[config.mk]
export PLATFORM = sky130hd
export DESIGN_NAME = uart_byte_queue
export DESIGN_NICKNAME = d
export VERILOG_FILES = /design/src/rtl/uart_q_pkg.sv /design/src/rtl/uq_occupancy.sv /design/src/rtl/uq_storage.sv /design/src/rtl/uq_status.sv /design/src/rtl/uart_byte_queue.sv
export SDC_FILE = /design/constraint.sdc
export NUM_CORES = 1
export LEC_CHECK = 0
export BUFFER_PORTS_ARGS = -buffer_cell sky130_fd_sc_hd__buf_2
export CORE_AREA = 2 2 137 139
export DETAILED_ROUTE_END_ITERATION = 10
export DIE_AREA = 0 0 139 141
export GPL_ROUTABILITY_DRIVEN = 0
export HOLD_SLACK_MARGIN = 0.12
export PLACE_DENSITY = 0.55
export SYNTH_ARGS = -nofsm -noshare
export SYNTH_HDL_FRONTEND = slang
export SYNTH_SLANG_ARGS = --single-unit
[constraint.sdc]
create_clock -name clk -period 3 [get_ports clk]
set_input_delay 0.15 -clock clk [delete_from_list [all_inputs] [get_ports clk]]
set_output_delay 0.15 -clock clk [all_outputs]
set_load 0.1 [all_outputs]
[src/rtl/uart_q_pkg.sv]
package uart_q_pkg;

    typedef enum logic [1:0] {
        OCC_EMPTY   = 2'd0,
        OCC_PARTIAL = 2'd1,
        OCC_FULL    = 2'd2
    } occ_e;

    localparam int STATUS_W = 16;
    localparam int SIZE_LSB = 12;
    localparam int LG_MIN   = 2;
    localparam int LG_MAX   = 10;

    function automatic int clamp_lg(input int lg);
        if (lg < LG_MIN) return LG_MIN;
        if (lg > LG_MAX) return LG_MAX;
        return lg;
    endfunction

endpackage

[src/rtl/uq_occupancy.sv]
module uq_occupancy
    import uart_q_pkg::*;
#(
    parameter int LG = 4
) (
    input  logic        clk,
    input  logic        rst,
    input  logic        push,
    input  logic        pop,
    output logic        push_ok,
    output logic        pop_ok,
    output logic [LG:0] count,
    output occ_e        state,
    output logic        err
);
    localparam int          DEPTH    = 1 << LG;
    localparam logic [LG:0] LAST_LVL = (LG+1)'(DEPTH - 1);
    localparam logic [LG:0] ONE_LVL  = (LG+1)'(1);

    occ_e state_q, state_d;

    // state register
    always_ff @(posedge clk) begin
        if (rst) state_q <= OCC_EMPTY;
        else     state_q <= state_d;
    end

    // next-state
    always_comb begin
        state_d = state_q;
        unique case (state_q)
            OCC_EMPTY: begin
                if (push) state_d = OCC_PARTIAL;               // FILL_FIRST
            end
            OCC_PARTIAL: begin
                if (push_ok && !pop_ok && count == LAST_LVL)
                    state_d = OCC_FULL;                        // FILL_LAST
                else if (pop_ok && !push_ok && count == ONE_LVL)
                    state_d = OCC_EMPTY;                       // DRAIN_LAST
            end
            OCC_FULL: begin
                if (pop_ok && !push_ok) state_d = OCC_PARTIAL; // DRAIN_FIRST
            end
            default: state_d = OCC_EMPTY;
        endcase
    end

    // outputs
    always_comb begin
        pop_ok  = pop && (state_q != OCC_EMPTY);
        push_ok = push && ((state_q != OCC_FULL) || pop);
        state   = state_q;
    end

    always_ff @(posedge clk) begin
        if (rst) begin
            count <= '0;
        end else begin
            unique case ({push_ok, pop_ok})
                2'b10:   count <= count + 1'b1;
                2'b01:   count <= count - 1'b1;
                default: count <= count;
            endcase
        end
    end

    always_ff @(posedge clk) begin
        if (rst)
            err <= 1'b0;
        else if ((pop && state_q == OCC_EMPTY) ||
                 (push && !pop && state_q == OCC_FULL))
            err <= 1'b1;
    end

endmodule

[src/rtl/uq_storage.sv]
module uq_storage #(
    parameter int DW = 8,
    parameter int LG = 4
) (
    input  logic          clk,
    input  logic          rst,
    input  logic          wr_en,
    input  logic [DW-1:0] wr_data,
    input  logic          rd_en,
    output logic [DW-1:0] rd_data
);
    localparam int DEPTH = 1 << LG;

    logic [DW-1:0] mem [DEPTH];
    logic [LG-1:0] wr_ptr, rd_ptr;

    always_ff @(posedge clk) begin
        if (wr_en) mem[wr_ptr] <= wr_data;
    end

    always_ff @(posedge clk) begin
        if (rst) begin
            wr_ptr  <= '0;
            rd_ptr  <= '0;
            rd_data <= '0;
        end else begin
            if (wr_en) wr_ptr <= wr_ptr + 1'b1;
            if (rd_en) begin
                rd_ptr  <= rd_ptr + 1'b1;
                rd_data <= mem[rd_ptr];
            end
        end
    end

endmodule

[src/rtl/uq_status.sv]
module uq_status
    import uart_q_pkg::*;
#(
    parameter int LG    = 4,
    parameter bit IS_RX = 1'b1
) (
    input  logic [LG:0]         count,
    input  occ_e                state,
    output logic [STATUS_W-1:0] status
);
    localparam int HALF = 1 << (LG - 1);

    logic flag0, flag1;

    generate
        if (IS_RX) begin : g_rx
            assign flag0 = (state != OCC_EMPTY);
            assign flag1 = (count >= HALF[LG:0]);
        end else begin : g_tx
            assign flag0 = (state != OCC_FULL);
            assign flag1 = (count < HALF[LG:0]);
        end
    endgenerate

    always_comb begin
        status = '0;
        status[STATUS_W-1:SIZE_LSB] = 4'(LG);
        status[LG+1:2] = count[LG-1:0];
        status[1] = flag1;
        status[0] = flag0;
    end

endmodule

[src/rtl/uart_byte_queue.sv]
module uart_byte_queue
    import uart_q_pkg::*;
#(
    parameter int DATA_W    = 8,
    parameter int LOG_DEPTH = 4,
    parameter bit IS_RX     = 1'b1
) (
    input  logic              clk,
    input  logic              rst,
    input  logic              push_valid,
    input  logic [DATA_W-1:0] push_data,
    input  logic              pop_req,
    output logic [DATA_W-1:0] pop_data,
    output logic              not_empty,
    output logic              err_flag,
    output logic [15:0]       status
);
    localparam int LG_EFF = clamp_lg(LOG_DEPTH);

    logic          push_ok, pop_ok;
    logic [LG_EFF:0] count;
    occ_e          state;

    uq_occupancy #(.LG(LG_EFF)) u_occ (
        .clk(clk), .rst(rst), .push(push_valid), .pop(pop_req),
        .push_ok(push_ok), .pop_ok(pop_ok), .count(count),
        .state(state), .err(err_flag)
    );

    uq_storage #(.DW(DATA_W), .LG(LG_EFF)) u_store (
        .clk(clk), .rst(rst), .wr_en(push_ok), .wr_data(push_data),
        .rd_en(pop_ok), .rd_data(pop_data)
    );

    uq_status #(.LG(LG_EFF), .IS_RX(IS_RX)) u_stat (
        .count(count), .state(state), .status(status)
    );

    assign not_empty = (state != OCC_EMPTY);

endmodule

==> out/summary.txt, run 1 <==
final instance area: 7240 µm²
clk sinks: 152
max-capacitance violation count: 0
fin crit period: 2.32 ns
Die ar.: 19600 µm²
area grow syn2layout: 15.7%
I/O Pins: 38
Wirelength per Cell: 18.4 µm
total grt overflow: 0
peak supply drop: 0.579 mV
initial core utilization: 34.3%
HPWL Detailed: 7.40 mm
DR iter-0 viols: 330
top cells by area, synth: edfxtp_1 (61%), mux4_2 (9.4%), dfxtp_1 (7.7%)
Async SR Flop Fraction: 0%
ANT nets after route: 0
final hold vios: 0
share of the synthesized area in the top cell type: 61.4%
number of fill cells: 1676
clock root buffer: clkbuf_16
GRT Total Usage: 12.8%
ant diodes: 0
via count: 3179
share of cells above drive strength 1: 25.7%
Pre-antenna DRT Iters: 4
# DRC: 0
CTS resizes: 0
Netlist cell types: 39
count leader, synth: edfxtp_1
slew margin rel.: 64.7%
CP Class: reg2reg
final setup vio count: 0
slowest CP cell: or3b_2
CTS tree: built
critical-path cell list: or3b_2, nand2_1, ha_1, buf_4, or4b_1, a21oi_1, xnor2_1, nor2_1
Site Rows: 50
H-tree levels: 4
status: complete, no violations
critical path's top delay family: simple AND/OR/NAND/NOR gates
CP arrival: 2.60 ns
Setup crit end kind: flop
Seq cells post-synth: 152
most common library cells after synthesis: edfxtp_1 (128), nor2_1 (29), mux4_2 (26)
post-synth top area cell: edfxtp_1
clock tree buffer depth: 2
vias in the first global route: 3216
Mean Syn Cell Area: 17.3 µm²
Final nets: 430
EDFF count, synth: 128
port buffer count: 27
Worst Path Buf+Inv: 1
Post-Synthesis Cells: 361
Synth Cell Area: 6260 µm²
Via density: 4.86
final wirelength: 12.1 mm
Final Max Slew Viols: 0
register area: 4330 µm²
setup tns final: 0 ns
Worst Setup Start Kind: flop
required time worst endpoint: 3.28 ns
footprint of the multi-input gates: 1700 µm²
Clock Skews: 0.0109 ns
top_reg_cell synth: edfxtp_1
first-pass GRT wire length: 18.3 mm
initial antenna violation count: 0
Tcrit/Tclk final: 77.5%
fmax: 430 MHz
RSZ-0062 raised after global routing: false
synth warn: 0
Pleak: 2.43 nW
die width: 139 µm
instance area after placement: 6650 µm²
Power per Cell Area: 644 nW/µm²
Placeable Area: 18300 µm²
critical-path maximum fanout: 10
clock-pin slew on the worst setup and hold paths: 0.06 ns
largest net degree at the start of global routing: 35
worst stage delay on the critical path: 0.50 ns
Hold Path Class: in2reg
sequential area share after synthesis: 69.1%
Die Height: 141 µm
Worst-Margin Slew: 0.533 ns
CTS buffer count: 17
Clk Latency, worst-skew pair: 0.42 ns
[flip-flops by register name, indices dropped and copies added (netlist names)]
| signal | count |
|---|---|
| u_store.mem | 128 |
| u_store.rd_data | 8 |
| u_occ.count | 5 |
| u_store.rd_ptr | 4 |
| u_store.wr_ptr | 4 |
| u_occ.state | 2 |
| u_occ.err | 1 |
[worst reg2reg max path, stage by stage, from the launching register on]
cell and delay [ns]:
dfxtp_1 0.45, or3b_2 0.51, nand2_1 0.13, ha_1 0.15, buf_4 0.16, or4b_1 0.44
a21oi_1 0.18, xnor2_1 0.13, nor2_1 0.05
[placed cells by master (no fill, tap or decap), types with 8 or more instances in the layout]
cell       instances
ha_1              11
edfxtp_1         128
buf_4             20
dfxtp_1           23
nand2_1           12
conb_1            10
nor2_1            29
o221ai_1           8
clkbuf_16         17
a21oi_1            8
mux4_2            26
buf_2             27
nand3b_1          10
mux2i_1           18
[path summary, 6_finish.rpt]
check / slack (ns) / depth (start not counted) / from / to
setup reg to reg: 0.68 / 8 / u_occ.state[1] / u_occ.count[3]
hold / removal: 0.13 / 1 / push_data[7] / u_store.mem[6][7]
setup / recovery: 0.68 / 8 / u_occ.state[1] / u_occ.count[3]
hold reg to reg: 0.46 / 2 / u_occ.err / u_occ.err
[power by group]
part / switching (mW) / internal, mW / total (mW)
registers: 0.0261 / 2.33 / 2.35
clock network: 0.815 / 1.10 / 1.92
logic: 0.297 / 0.100 / 0.398
[final cells by class]
type,count,share of cell area (%)
inverter,8,0.415
sequential,152,59.7
multi-input combinational,174,23.4
clock buffer,21,6.36
tap,234,4.04
timing repair buffer,54,5.04
clock inverter,11,1.02
[cell families (layout without fill, tap and decap cells)]
kind of cell / count (synthesis) / after routing / share of synthesized area [%]
multiplexers: 50 / 50 / 14.7
flip-flops: 152 / 152 / 69.1
AO/OA/AOI/OAI: 21 / 21 / 2.34
XOR/XNOR: 9 / 9 / 1.26
other: 2 / 10 / 0.120
AND/OR/NAND/NOR: 73 / 73 / 5.94
buffers and inverters: 43 / 94 / 4.34
adder cells (fa/ha/maj): 11 / 11 / 2.20
[metrics by stage]
stage	total power [mW]	std cells	util, %	hold WS (ns)	worst slack (ns)
CTS	4.72	654	39.7	0.121	0.650
floorplan	2.72	369	-	0.249	0.337
finish	4.67	654	39.7	0.131	0.675
global placement	2.79	616	36.4	0.452	0.716
global route	4.83	654	39.7	0.131	0.459
detailed placement	2.79	616	36.4	0.456	0.665
[repair_timing]
action	in CTS	in global routing
setup buffers	0	0
endpoints found under the setup margin	0	0
hold buffers	6	0
endpoints found under the hold margin	49	0
[routing by layer]
metal,global-route usage (%),vias up,part of all wire [%],wire [µm]
met5,0,-,0,0
met4,3.83,0,1.2,150
met3,3.74,12,7.0,842
li1,-,1466,-,-
met2,21.6,93,50,6090
met1,16.2,1608,41,4980
(Power assumes the default switching activity.)
==> inputs of run 2 (changes only) <==
Clock period 3 ns to 2.3 ns, I/O delays scaled along.
==> run 2 against run 1 <==
  * Combinational power rose by 34%
  * First-iteration DRC count fell by 40%
  * Final cell count fell by 1.1%
  * Clock-buffer cell count fell by 3
  * Critical path depth fell by 3
  * Worst setup slack got worse by 0.48 ns
  * Routed wire length fell by 0.65%
  * Utilization rose by 0.11 points
  * Critical endpoint is now u_store.mem[14][0]
==> out/summary.txt, run 2 (synthesized netlist as in run 1, its figures left out) <==
Pleak: 2.42 nW
critical-path cell list: or3b_2, nand2_1, inv_1, nand2_1, nor2_1
Reg with most FFs: u_store.mem
Die Height: 141 µm
worst stage delay on the critical path: 0.76 ns
Pre-antenna DRT Iters: 4
Worst Path Buf+Inv: 1
RSZ-0062 raised after global routing: false
GRT Total Usage: 12.9%
largest net degree at the start of global routing: 36
clock root buffer: clkbuf_16
setup tns final: 0 ns
total grt overflow: 0
Power per Cell Area: 867 nW/µm²
H-tree levels: 4
HPWL Detailed: 7.61 mm
initial core utilization: 34.3%
Clk Latency, worst-skew pair: 0.42 ns
Largest register FFs: 128
die width: 139 µm
port buffer count: 27
clk sinks: 152
clock-pin slew on the worst setup and hold paths: 0.06 ns
via count: 3158
final setup vio count: 0
Min-Delay Startpoint: rst
Via density: 4.88
Hold Path Class: in2reg
Wirelength per Cell: 18.5 µm
final hold vios: 0
first-pass GRT wire length: 18.8 mm
post-place setup slack: 0.221 ns
Site Rows: 50
DR iter-0 viols: 198
Tcrit/Tclk final: 91.3%
instance area after placement: 6590 µm²
area grow syn2layout: 16.0%
Final Max Slew Viols: 0
final wirelength: 12.0 mm
required time worst endpoint: 2.33 ns
fin crit period: 2.10 ns
top flop regs: u_store.mem: 128 flops, u_store.rd_data: 8 flops, u_occ.count: 5 flops
vias in the first global route: 3203
peak supply drop: 0.505 mV
slowest CP cell: nor2_1
setup ws final: 0.200 ns
final instance area: 7260 µm²
status: complete, no violations
ANT nets after route: 0
critical path's top delay family: simple AND/OR/NAND/NOR gates
number of fill cells: 1685
final core utilization: 39.8%
Clock Skews: 0.0149 ns
Placeable Area: 18300 µm²
critical-path maximum fanout: 8
Setup crit end kind: flop
share of cells above drive strength 1: 24.0%
CTS resizes: 0
# DRC: 0
Worst path most repeated cell: nand2_1
max-capacitance violation count: 0
initial antenna violation count: 0
Worst-Margin Slew: 0.976 ns
I/O Pins: 38
R2R Path Start: u_occ.state[1]
CP arrival: 2.13 ns
slew margin rel.: 34.7%
CP Class: reg2reg
most common cell after layout, fill and taps aside: edfxtp_1
Final nets: 424
most frequent cells in the layout: edfxtp_1 (128), nor2_1 (29), buf_2 (27)
Worst Setup Start Kind: flop
worst hold slack: 0.141 ns
fmax: 476 MHz
ant diodes: 0
worst setup path startpoint: u_occ.state[1]
CTS buffer count: 17
CTS tree: built
clock tree buffer depth: 2
Die ar.: 19600 µm²
==> run 2: cell count changes in the layout (fill, tap and decap cells not counted), sizes merged <==
cell         previous run  this run
buf                    48        38
bufinv                  0         2
clkbuf                 21        18
clkinvlp                2         1
dlygate4sd3             6        10
inv                    11        12
==> run 2: area by class of cell <==
type                       instances  area, µm²  share of cell area, %
clock buffer                      18        429                   5.91
clock inverter                    13        145                   2.00
inverter                           8       30.0                  0.413
multi-input combinational        174       1700                   23.4
sequential                       152       4330                   59.6
tap                              234        293                   4.03
timing repair buffer              48        343                   4.72
==> run 2: layer usage <==
layer / global-route usage (%) / up-vias / wire length, µm
met5: 0 / - / 0
met4: 3.67 / 0 / 81
met3: 3.80 / 8 / 736
met2: 20.2 / 89 / 5780
met1: 17.7 / 1604 / 5380
li1: - / 1457 / -
==> run 2: per-stage QoR <==
stage / total power [mW] / cells
CTS: 6.37 / 647
global placement: 3.65 / 606
detailed placement: 3.65 / 606
finish: 6.30 / 647
floorplan: 3.55 / 369
global route: 6.52 / 647
==> run 2: path summary, 6_finish.rpt <==
path / to / slack [ns] / cells past startpoint
min reg2reg: u_occ.err / 0.49 / 2
max reg2reg: u_store.mem[14][0] / 0.20 / 5
max: u_store.mem[14][0] / 0.20 / 5
min: u_occ.count[0] / 0.14 / 2
==> run 2: where the power goes <==
part           total [mW]  switching, mW  internal [mW]
clock network        2.70           1.09           1.61
registers            3.07         0.0329           3.04
logic               0.533          0.393          0.139
total                6.30           1.52           4.78
==> run 2: timing repair <==
| item | 4_1_cts | 5_1_grt |
|---|---|---|
| setup buffers | 0 | 0 |
| setup endpoints to repair | 0 | 0 |
| endpoints found under the hold margin | 132 | 0 |
| hold buffers | 10 | 0 |
